[src/rtl/uart_irq_pkg.sv]
package uart_irq_pkg;

  // Bit positions inside the status vectors
  localparam int IDX_TX = 0;
  localparam int IDX_RX = 1;
  localparam int IDX_MS = 2;
  localparam int IDX_RT = 3;
  localparam int NUM_IRQ = 4;

  // Strobes handed from control to datapath each cycle
  typedef struct packed {
    logic txWrite;
    logic rxRead;
    logic rxEmpty;
    logic modemChange;
    logic msClear;
    logic timeoutHit;
  } irqStrobes_t;

endpackage

[src/rtl/uart_irq_sync.sv]
module uart_irq_sync #(
  parameter int WIDTH = 4
) (
  input  logic             clk,
  input  logic             rstN,
  input  logic [WIDTH-1:0] asyncIn,
  output logic [WIDTH-1:0] syncOut
);

  logic [WIDTH-1:0] stage1;
  logic [WIDTH-1:0] stage2;

  for (genvar i = 0; i < WIDTH; i++) begin : g_bit
    always_ff @(posedge clk) begin
      if (!rstN) begin
        stage1[i] <= 1'b0;
        stage2[i] <= 1'b0;
      end else begin
        stage1[i] <= asyncIn[i];
        stage2[i] <= stage1[i];
      end
    end
  end

  assign syncOut = stage2;

endmodule

[src/rtl/uart_irq_ctrl.sv]
module uart_irq_ctrl
  import uart_irq_pkg::*;
#(
  parameter int FIFO_DEPTH   = 16,
  parameter int TIMEOUT_BITS = 32,
  parameter int MODEM_W      = 4,
  localparam int LVL_W       = $clog2(FIFO_DEPTH + 1),
  localparam int CNT_W       = $clog2(TIMEOUT_BITS + 1)
) (
  input  logic               clk,
  input  logic               rstN,
  input  logic [LVL_W-1:0]   rxLevel,
  input  logic               thrWrite,
  input  logic               rxRead,
  input  logic               rxPush,
  input  logic               bitTick,
  input  logic [MODEM_W-1:0] modemIn,
  input  logic               msClear,
  output irqStrobes_t        strobes
);

  localparam logic [CNT_W-1:0] CNT_LIMIT = CNT_W'(TIMEOUT_BITS);
  localparam logic [CNT_W-1:0] CNT_LAST  = CNT_W'(TIMEOUT_BITS - 1);

  logic [MODEM_W-1:0] modemSync;
  logic [MODEM_W-1:0] modemPrev;
  logic [CNT_W-1:0]   idleCnt;
  logic               rxEmpty;
  logic               counting;

  // Modem lines: synchronize, then compare against last synchronized value
  uart_irq_sync #(.WIDTH(MODEM_W)) i_sync (
    .clk     (clk),
    .rstN    (rstN),
    .asyncIn (modemIn),
    .syncOut (modemSync)
  );

  always_ff @(posedge clk) begin
    if (!rstN) modemPrev <= '0;
    else       modemPrev <= modemSync;
  end

  // Receive idle counter in bit periods
  assign rxEmpty  = (rxLevel == '0);
  assign counting = !rxEmpty && !rxPush && !rxRead;

  always_ff @(posedge clk) begin
    if (!rstN || !counting) begin
      idleCnt <= '0;
    end else if (bitTick && idleCnt != CNT_LIMIT) begin
      idleCnt <= idleCnt + 1'b1;
    end
  end

  always_comb begin
    strobes.txWrite     = thrWrite;
    strobes.rxRead      = rxRead;
    strobes.rxEmpty     = rxEmpty;
    strobes.modemChange = (modemSync != modemPrev);
    strobes.msClear     = msClear;
    strobes.timeoutHit  = counting && bitTick && (idleCnt == CNT_LAST);
  end

  // counter never runs past the limit
  a_r6_cnt_bound: assert property (@(posedge clk) disable iff (!rstN)
    idleCnt <= CNT_LIMIT);

  // an arrival restarts the count
  a_r6_push_restart: assert property (@(posedge clk) disable iff (!rstN)
    rxPush |=> idleCnt == '0);

endmodule

[src/rtl/uart_irq_dp.sv]
module uart_irq_dp
  import uart_irq_pkg::*;
#(
  parameter int FIFO_DEPTH = 16,
  localparam int LVL_W     = $clog2(FIFO_DEPTH + 1)
) (
  input  logic               clk,
  input  logic               rstN,
  input  logic               fifoMode,
  input  logic [LVL_W-1:0]   txLevel,
  input  logic [LVL_W-1:0]   rxLevel,
  input  irqStrobes_t        strobes,
  input  logic [NUM_IRQ-1:0] irqEnable,
  output logic [NUM_IRQ-1:0] rawStatus,
  output logic [NUM_IRQ-1:0] maskedStatus
);

  localparam logic [LVL_W-1:0] HALF_LVL = LVL_W'(FIFO_DEPTH / 2);

  logic txRaw, rxRaw, msRaw, rtRaw;
  logic txNext, rxNext;

  always_comb begin
    if (fifoMode) begin
      txNext = (txLevel < HALF_LVL);
      rxNext = (rxLevel >= HALF_LVL);
    end else begin
      txNext = !strobes.txWrite && (txLevel == '0);
      rxNext = !strobes.rxRead  && (rxLevel != '0);
    end
  end

  always_ff @(posedge clk) begin
    if (!rstN) begin
      txRaw <= 1'b0;
      rxRaw <= 1'b0;
    end else begin
      txRaw <= txNext;
      rxRaw <= rxNext;
    end
  end

  always_ff @(posedge clk) begin
    if (!rstN)                    msRaw <= 1'b0;
    else if (strobes.modemChange) msRaw <= 1'b1;
    else if (strobes.msClear)     msRaw <= 1'b0;
  end

  always_ff @(posedge clk) begin
    if (!rstN)                   rtRaw <= 1'b0;
    else if (strobes.rxEmpty)    rtRaw <= 1'b0;
    else if (strobes.timeoutHit) rtRaw <= 1'b1;
  end

  always_comb begin
    rawStatus         = '0;
    rawStatus[IDX_TX] = txRaw;
    rawStatus[IDX_RX] = rxRaw;
    rawStatus[IDX_MS] = msRaw;
    rawStatus[IDX_RT] = rtRaw;
  end

  assign maskedStatus = rawStatus & irqEnable;

  // a FIFO at or above half never requests transmit service next cycle
  a_r1_tx_full_quiet: assert property (@(posedge clk) disable iff (!rstN)
    (fifoMode && txLevel >= HALF_LVL) |=> !rawStatus[IDX_TX]);

  // a write in single-register mode removes the transmit request
  a_r2_write_clears: assert property (@(posedge clk) disable iff (!rstN)
    (!fifoMode && strobes.txWrite) |=> !rawStatus[IDX_TX]);

  // modem condition holds until cleared
  a_r5_ms_sticky: assert property (@(posedge clk) disable iff (!rstN)
    (rawStatus[IDX_MS] && !strobes.msClear) |=> rawStatus[IDX_MS]);

  // an empty receive FIFO drops the timeout
  a_r7_rt_drop: assert property (@(posedge clk) disable iff (!rstN)
    strobes.rxEmpty |=> !rawStatus[IDX_RT]);

  // timeout holds while data remains
  a_r7_rt_sticky: assert property (@(posedge clk) disable iff (!rstN)
    (rawStatus[IDX_RT] && !strobes.rxEmpty) |=> rawStatus[IDX_RT]);

  // a masked bit needs both its raw condition and its enable
  a_r8_mask: assert property (@(posedge clk) disable iff (!rstN)
    maskedStatus != '0 |-> irqEnable != '0);

endmodule

[src/rtl/uart_irq_gen.sv]
module uart_irq_gen
  import uart_irq_pkg::*;
#(
  parameter int FIFO_DEPTH   = 16,
  parameter int TIMEOUT_BITS = 32,
  parameter int MODEM_W      = 4,
  localparam int LVL_W       = $clog2(FIFO_DEPTH + 1)
) (
  input  logic               clk,
  input  logic               rstN,
  input  logic               fifoMode,
  input  logic [LVL_W-1:0]   txLevel,
  input  logic [LVL_W-1:0]   rxLevel,
  input  logic               thrWrite,
  input  logic               rxRead,
  input  logic               rxPush,
  input  logic               bitTick,
  input  logic [MODEM_W-1:0] modemIn,
  input  logic               msClear,
  input  logic [3:0]         irqEnable,
  output logic [3:0]         rawStatus,
  output logic [3:0]         maskedStatus,
  output logic               irqTx,
  output logic               irqRx,
  output logic               irqAll
);

  irqStrobes_t strobes;

  uart_irq_ctrl #(
    .FIFO_DEPTH   (FIFO_DEPTH),
    .TIMEOUT_BITS (TIMEOUT_BITS),
    .MODEM_W      (MODEM_W)
  ) i_ctrl (
    .clk      (clk),
    .rstN     (rstN),
    .rxLevel  (rxLevel),
    .thrWrite (thrWrite),
    .rxRead   (rxRead),
    .rxPush   (rxPush),
    .bitTick  (bitTick),
    .modemIn  (modemIn),
    .msClear  (msClear),
    .strobes  (strobes)
  );

  uart_irq_dp #(
    .FIFO_DEPTH (FIFO_DEPTH)
  ) i_dp (
    .clk          (clk),
    .rstN         (rstN),
    .fifoMode     (fifoMode),
    .txLevel      (txLevel),
    .rxLevel      (rxLevel),
    .strobes      (strobes),
    .irqEnable    (irqEnable),
    .rawStatus    (rawStatus),
    .maskedStatus (maskedStatus)
  );

  assign irqTx  = maskedStatus[IDX_TX];
  assign irqRx  = maskedStatus[IDX_RX];
  assign irqAll = |maskedStatus;

  // combined line is low only when every masked line is low
  a_r8_all_low: assert property (@(posedge clk) disable iff (!rstN)
    !irqAll |-> (!irqTx && !irqRx && maskedStatus == '0));

endmodule

[config.mk]
export PLATFORM = sky130hd
export DESIGN_NAME = uart_irq_gen
export DESIGN_NICKNAME = d
export VERILOG_FILES = /design/src/rtl/uart_irq_pkg.sv /design/src/rtl/uart_irq_sync.sv /design/src/rtl/uart_irq_ctrl.sv /design/src/rtl/uart_irq_dp.sv /design/src/rtl/uart_irq_gen.sv
export SDC_FILE = /design/constraint.sdc
export NUM_CORES = 1
export LEC_CHECK = 0
export BUFFER_PORTS_ARGS = -buffer_cell sky130_fd_sc_hd__buf_4
export CAP_MARGIN = 20
export CORE_MARGIN = 2
export CORE_UTILIZATION = 30
export DETAILED_ROUTE_END_ITERATION = 12
export SLEW_MARGIN = 20
export SYNTH_ARGS = -nofsm -noshare
export SYNTH_HDL_FRONTEND = slang
export SYNTH_SLANG_ARGS = --single-unit
export TNS_END_PERCENT = 100
[constraint.sdc]
create_clock -name clk -period 2.3 [get_ports clk]
set_input_delay 0.115 -clock clk [delete_from_list [all_inputs] [get_ports clk]]
set_output_delay 0.115 -clock clk [all_outputs]
set_load 0.01 [all_outputs]
==> impl_metrics.tcl, run 1 <==
set metrics [dict create \
    die-area_sq_um 3623 \
    regArea_sq_um 440.4 \
    synth_warnings 0 \
    vias 796 \
    synth_seq_area_share 0.4650 \
    min_period_ns 1.561 \
    grt_pass1_vias 661 \
    crit_arrival_ns 1.45 \
    ios 37 \
    synth-async-reset-ratio 0 \
    syn-num-nets 123 \
    finalHoldViolCount 0 \
    fill_cells 277 \
    start_util 0.3128 \
    worstSkewPairLatency_ns 0.30 \
    drcViolationCount 0 \
    fin_total_pwr_uw 783.7 \
    ant_nets 0 \
    grt_remaining_overflow 0 \
    fp.coreArea_sq_um 3028 \
    min_path_type "in2reg" \
    rsz0062_at_grt "false" \
    row_count 20 \
    syn-instance-count 95 \
    critPathLaunchType "flop" \
    die_w_um 60.19 \
    cts-buffers-inserted 3 \
    worst_pin_slew_ns 0.3916 \
    track_usage 0.09738 \
    multi_input_area_sq_um 431.7 \
    fin_tns_setup_ns 0 \
    syn-cell-area_sq_um 947.2 \
    syn_avg_cell_area_sq_um 9.970 \
    syn2layout_area_growth_pct 41.08 \
    antenna_found_initial 0 \
    portBuffers 36 \
    cts_tree "yes" \
    ys_ff_latch 22 \
    gp_congestion 0.7809 \
    synth.largest_area_cell "dfxtp_1" \
    finish.net_count 163 \
    critPathRequiredTime_ns 2.18 \
    drive_above_1_share 0.3433 \
    grt_max_degree 18 \
    clk_pin_slew_worst_paths_ns 0.12 \
    status "complete, no violations" \
    crit_chain "and2_1 -> or4_1 -> buf_4" \
    cap_viol_max_count 0 \
    die_y_um 60.19 \
    ir_drop_uv 292.1 \
    cts_sinks 22 \
    synthDistinctLibCells 33 \
    relSlewSlack 0.7369 \
    synth_top_area_frac 0.4650 \
    cts_root_buf "clkbuf_4" \
    crit_path_max_fanout 3 \
    firstDrtPassIters 2 \
    synth_area_leaders "dfxtp_1 46%, and2_1 11%, buf_4 4.8%" \
    critPathKind "reg2out" \
    cts_buffer_depth 2 \
    num_antenna_cells 0 \
    drtIter0Drc 19 \
    ctsResizeCount 0 \
    wl_mm 1.822 \
    synthFlopType "dfxtp_1" \
    wl_per_cell_um 10.24 \
    grt_pass1_wl_mm 2.608 \
    pwr_density_cell_nw_per_um2 586.5 \
    cpMaxStageDelayCell "or4_1" \
    critical-path-max-stage-delay_ns 0.51 \
    critPathCaptureType "output port" \
    fmax_mhz 640.5 \
    finalSetupViolations 0 \
    period_share 0.6789 \
    p_leak_nw 0.5636 \
    postCtsSetupRepairBufs 0 \
    htreeDepth 1 \
    vias_per_cell 4.472 \
    slew_violations 0 \
    finClkSkew_ns 0.003973 \
    dpl.hpwl_mm 1.401 \
    cts_hold_buf 3 \
    synth-edff-count 0 \
]
sequential cells by signal (all words and copies together), names as in the netlist:
signal                 flops
i_dp.rxRaw                 1
i_dp.txRaw                 1
i_ctrl.i_sync.syncOut      4
i_ctrl.i_sync.stage1       4
i_ctrl.modemPrev           4
i_dp.msRaw                 1
i_dp.rtRaw                 1
i_ctrl.idleCnt             6
cells in the final DEF (no fill, tap or decap), types with 2 or more instances in the layout:
cell type	n
buf_4	36
dfxtp_1	22
and2_1	16
dlygate4sd3_1	6
inv_1	5
a21oi_1	5
nand2_1	4
xnor2_1	4
nor2_1	3
clkbuf_4	3
nand4_1	2
or3_1	2
xor2_1	2
o2111ai_1	2
ha_1	2
routing by layer:
metal,GRT usage,routed length (um),part of all wire,up-vias
li1,-,-,-,404
met1,0.09935,757,0.42,358
met2,0.1786,882,0.48,32
met3,0.02165,155,0.085,2
met4,0.05714,27,0.015,0
met5,0,0,0,-
worst max-delay path, delay by kind of cell (launching register included):
kind	cells	cell delay, ns
and+or+nand+nor	2	0.65
DFF	1	0.34
buffers and inverters	1	0.15
final timing paths:
check	slack, ns	endpoint	cells after the start	startpoint
worst max-delay path	0.74	irqAll	3	i_dp.msRaw$_SDFFE_PN0P_
worst min-delay path	0.01	i_ctrl.i_sync.stage1[0]$_SDFF_PN0_	2	modemIn[0]
worst max register to register	0.97	i_dp.rtRaw$_SDFFE_PP0P_	4	i_ctrl.idleCnt[0]$_SDFFE_PP0P_
worst min register to register	0.45	i_ctrl.i_sync.syncOut[2]$_SDFF_PN0_	1	i_ctrl.i_sync.stage1[2]$_SDFF_PN0_
synth_stat cells, types with 2 or more instances:
cell type	number
buf_4	6
dfxtp_1	22
ha_1	2
and2_1	16
inv_1	5
o2111ai_1	2
nor2_1	3
nand2_1	4
a21oi_1	5
xor2_1	2
or3_1	2
nand4_1	2
xnor2_1	4
cell type report:
cell class,instances,share of cell area
flip-flops and latches,22,0.3296
multi-input cells,59,0.3230
repair buffers,42,0.2472
well taps,44,0.04120
clock inverters,1,0.02247
inverters,7,0.01966
clock buffers,3,0.01685
metrics by stage:
step	cells	util	worst slack, ns	cell area [sq um]	hold WS [ns]
3_5_place_dp	168	0.4041	0.9957	1224	0.2958
2_1_floorplan	95	-	1.113	947.2	0.1793
5_1_grt	178	0.4413	0.6630	1336	0.007734
6_report	178	0.4413	0.7386	1336	0.01369
3_3_place_gp	168	0.4041	1.055	1224	0.2877
4_1_cts	175	0.4314	0.7218	1306	0.0003182
logic make-up (layout without fill, tap and decap cells):
| family | Yosys count | after routing | synth area share |
|---|---|---|---|
| AND/OR/NAND/NOR | 33 | 33 | 0.2074 |
| flip-flops | 22 | 22 | 0.4650 |
| AO/OA/AOI/OAI | 17 | 17 | 0.1559 |
| buffers and inverters | 14 | 53 | 0.07925 |
| XOR/XNOR | 6 | 6 | 0.05548 |
| adder cells (fa/ha/maj) | 2 | 2 | 0.02642 |
| multiplexers | 1 | 1 | 0.01057 |
where the power goes:
part | internal (mW) | switching (mW) | total (mW)
clock network | 0.176 | 0.112 | 0.288
registers | 0.394 | 0.00557 | 0.399
logic | 0.0610 | 0.0354 | 0.0964
Power figures use the tool's default switching activity.
==> run 2: changes to the inputs <==
==> constraint.sdc (replaced) <==
create_clock -name clk -period 1.5 [get_ports clk]
set_input_delay 0.075 -clock clk [delete_from_list [all_inputs] [get_ports clk]]
set_output_delay 0.075 -clock clk [all_outputs]
set_load 0.01 [all_outputs]
==> impl_metrics.tcl, run 2 (synthesis results as in run 1) <==
set metrics [dict create \
    status "complete, but fails checks" \
    violations "negative setup slack" \
    fin_total_pwr_mw 1.224 \
    fp.coreArea_sq_um 3028 \
    firstDrtPassIters 5 \
    die_w_um 60.19 \
    startpoint "i_dp.rxRaw$_SDFF_PN0_" \
    rsz0062_at_grt "true" \
    final_common_cell "buf_4" \
    grt_pass1_wl_mm 2.904 \
    p_leak_nw 0.5902 \
    num_antenna_cells 0 \
    r2r_cells 4 \
    final_cell_area_sq_um 1389 \
    cts_root_buf "clkbuf_4" \
    ir_drop_uv 354.1 \
    grt_pass1_vias 744 \
    syn2layout_area_growth_pct 46.63 \
    pwr_density_cell_nw_per_um2 881.1 \
    final_cell_mix "38 x buf_4, 18 x dfxtp_1, 13 x and2_1, 7 x dlygate4sd3_1" \
    portBuffers 36 \
    fill_cells 289 \
    place_area_sq_um 1224 \
    vias_per_cell 4.478 \
    ant_nets 0 \
    worst_hold_slack_ns 0.08817 \
    grt-busiest-layer "met2" \
    cts_tree "yes" \
    cap_viol_max_count 0 \
    antenna_found_initial 0 \
    dpl.hpwl_mm 1.366 \
    regMostFlops "i_ctrl.idleCnt" \
    p_sw_uw 243.0 \
    ios 37 \
    drcViolationCount 0 \
    critPathCaptureType "output port" \
    critPathKind "reg2out" \
    critPathLaunchType "flop" \
    die-area_sq_um 3623 \
    clockPowerShare 0.364 \
    fin_ws_ns -0.004116 \
    crit_path_end "irqAll" \
    worst_pin_slew_ns 0.3985 \
    grt_max_degree 18 \
    reg2reg_slack_ns 0.17 \
    fin_tns_setup_ns -0.004116 \
    row_count 20 \
    globalRouteMet3Util 0.02814 \
    largest_register_ffs 6 \
    gp_congestion 0.8157 \
    die_y_um 60.19 \
    min_period_ns 1.504 \
    finClkSkew_ns 0.002463 \
    swShare 0.1985 \
    relSlewSlack 0.7323 \
    cts_buffer_depth 2 \
    clk_pin_slew_worst_paths_ns 0.12 \
    crit_chain "and2_4 -> or4_4 -> buf_6" \
    min_path_type "in2reg" \
    drive_above_1_share 0.4130 \
    vias 815 \
    pwr-share-seq 0.501 \
    cts-buffers-inserted 3 \
    finish.net_count 167 \
    p_int_uw 980.8 \
    htreeDepth 1 \
    crit_path_max_fanout 2 \
    critPathRequiredTime_ns 1.42 \
    cts_sinks 22 \
    slew_violations 0 \
    track_usage 0.1103 \
    worstSkewPairLatency_ns 0.30 \
    use_met2 0.2034 \
    drtIter0Drc 23 \
    grt_remaining_overflow 0 \
    critical-path-max-stage-delay_ns 0.53 \
    reg2reg_from "i_ctrl.idleCnt[1]$_SDFFE_PP0P_" \
    crit_arrival_ns 1.43 \
    grtUsageMet1 0.1034 \
    wl_mm 1.855 \
    period_share 1.003 \
    finalSetupViolations 1 \
    start_util 0.3128 \
    rr_endpoint "i_dp.rtRaw$_SDFFE_PP0P_" \
    finalHoldViolCount 0 \
    wl_per_cell_um 10.19 \
    cpMaxStageDelayCell "or4_4" \
    power_frac_comb 0.135 \
    fmax_mhz 664.8 \
]
[run 2: cell count changes in the layout (fill, tap and decap cells not counted), moves of 2 or more]
| cell | before | now |
|---|---|---|
| dfxtp_2 | 0 | 4 |
| dfxtp_1 | 22 | 18 |
| buf_4 | 36 | 38 |
| and2_4 | 0 | 3 |
| and2_1 | 16 | 13 |
[run 2: worst min-delay path by stage]
stage          cells past startpoint  slack (ns)                 endpoint        from
6_report                           2        0.09  i_dp.rtRaw$_SDFFE_PP0P_        rstN
5_1_grt                            2        0.08  i_dp.rtRaw$_SDFFE_PP0P_        rstN
4_1_cts                            2        0.08  i_dp.rtRaw$_SDFFE_PP0P_        rstN
3_5_place_dp                       2        0.26    i_dp.txRaw$_SDFF_PN0_  txLevel[4]
3_3_place_gp                       2        0.25    i_dp.txRaw$_SDFF_PN0_  txLevel[4]
2_1_floorplan                      1        0.14    i_dp.txRaw$_SDFF_PN0_  txLevel[4]
[run 2: layout make-up]
type                    instances  area, sq um  share of cell area
clock inverters                 1        30.03             0.02162
multi-input cells              59        442.9              0.3189
inverters                       7        26.28             0.01892
flip-flops and latches         22        445.4              0.3207
repair buffers                 46        366.6              0.2640
well taps                      44        55.05             0.03964
clock buffers                   3        22.52             0.01622
[run 2: layer usage]
layer,routed length [um],vias to the layer above
li1,-,411
met1,779,368
met2,900,34
met3,141,2
met4,34,0
met5,0,-
[run 2: critical path, delay by kind of cell, from the launching register on]
family                 cells  cell delay [ns]
buffers and inverters      1             0.13
flip-flops                 1             0.34
AND/OR/NAND/NOR            2             0.66
[run 2: power groups by stage]
| stage | clock network [mW] | registers [mW] | logic, mW |
|---|---|---|---|
| finish | 0.446 | 0.613 | 0.165 |
| global route | 0.487 | 0.616 | 0.181 |
| CTS | 0.461 | 0.613 | 0.166 |
| detailed placement | 0 | 0.626 | 0.138 |
| global placement | 0 | 0.625 | 0.136 |
| floorplan | 0 | 0.624 | 0.0660 |
[run 2: stage by stage]
stage	worst slack [ns]	utilization	std cells
global placement	0.2517	0.4041	168
CTS	-0.008274	0.4587	182
finish	-0.004116	0.4587	182
floorplan	0.3128	-	95
global route	-0.04564	0.4587	182
detailed placement	0.2123	0.4041	168
[run 2: timing repair]
action / 4_1_cts / 5_1_grt
hold buffers: 7 / 0
gates resized for setup: 9 / 0
pin swaps: 2 / 0
buffers inserted: 3 / 0
hold endpoints to repair: 6 / 0
cloned: 0 / 0
endpoints found under the setup margin: 1 / 1
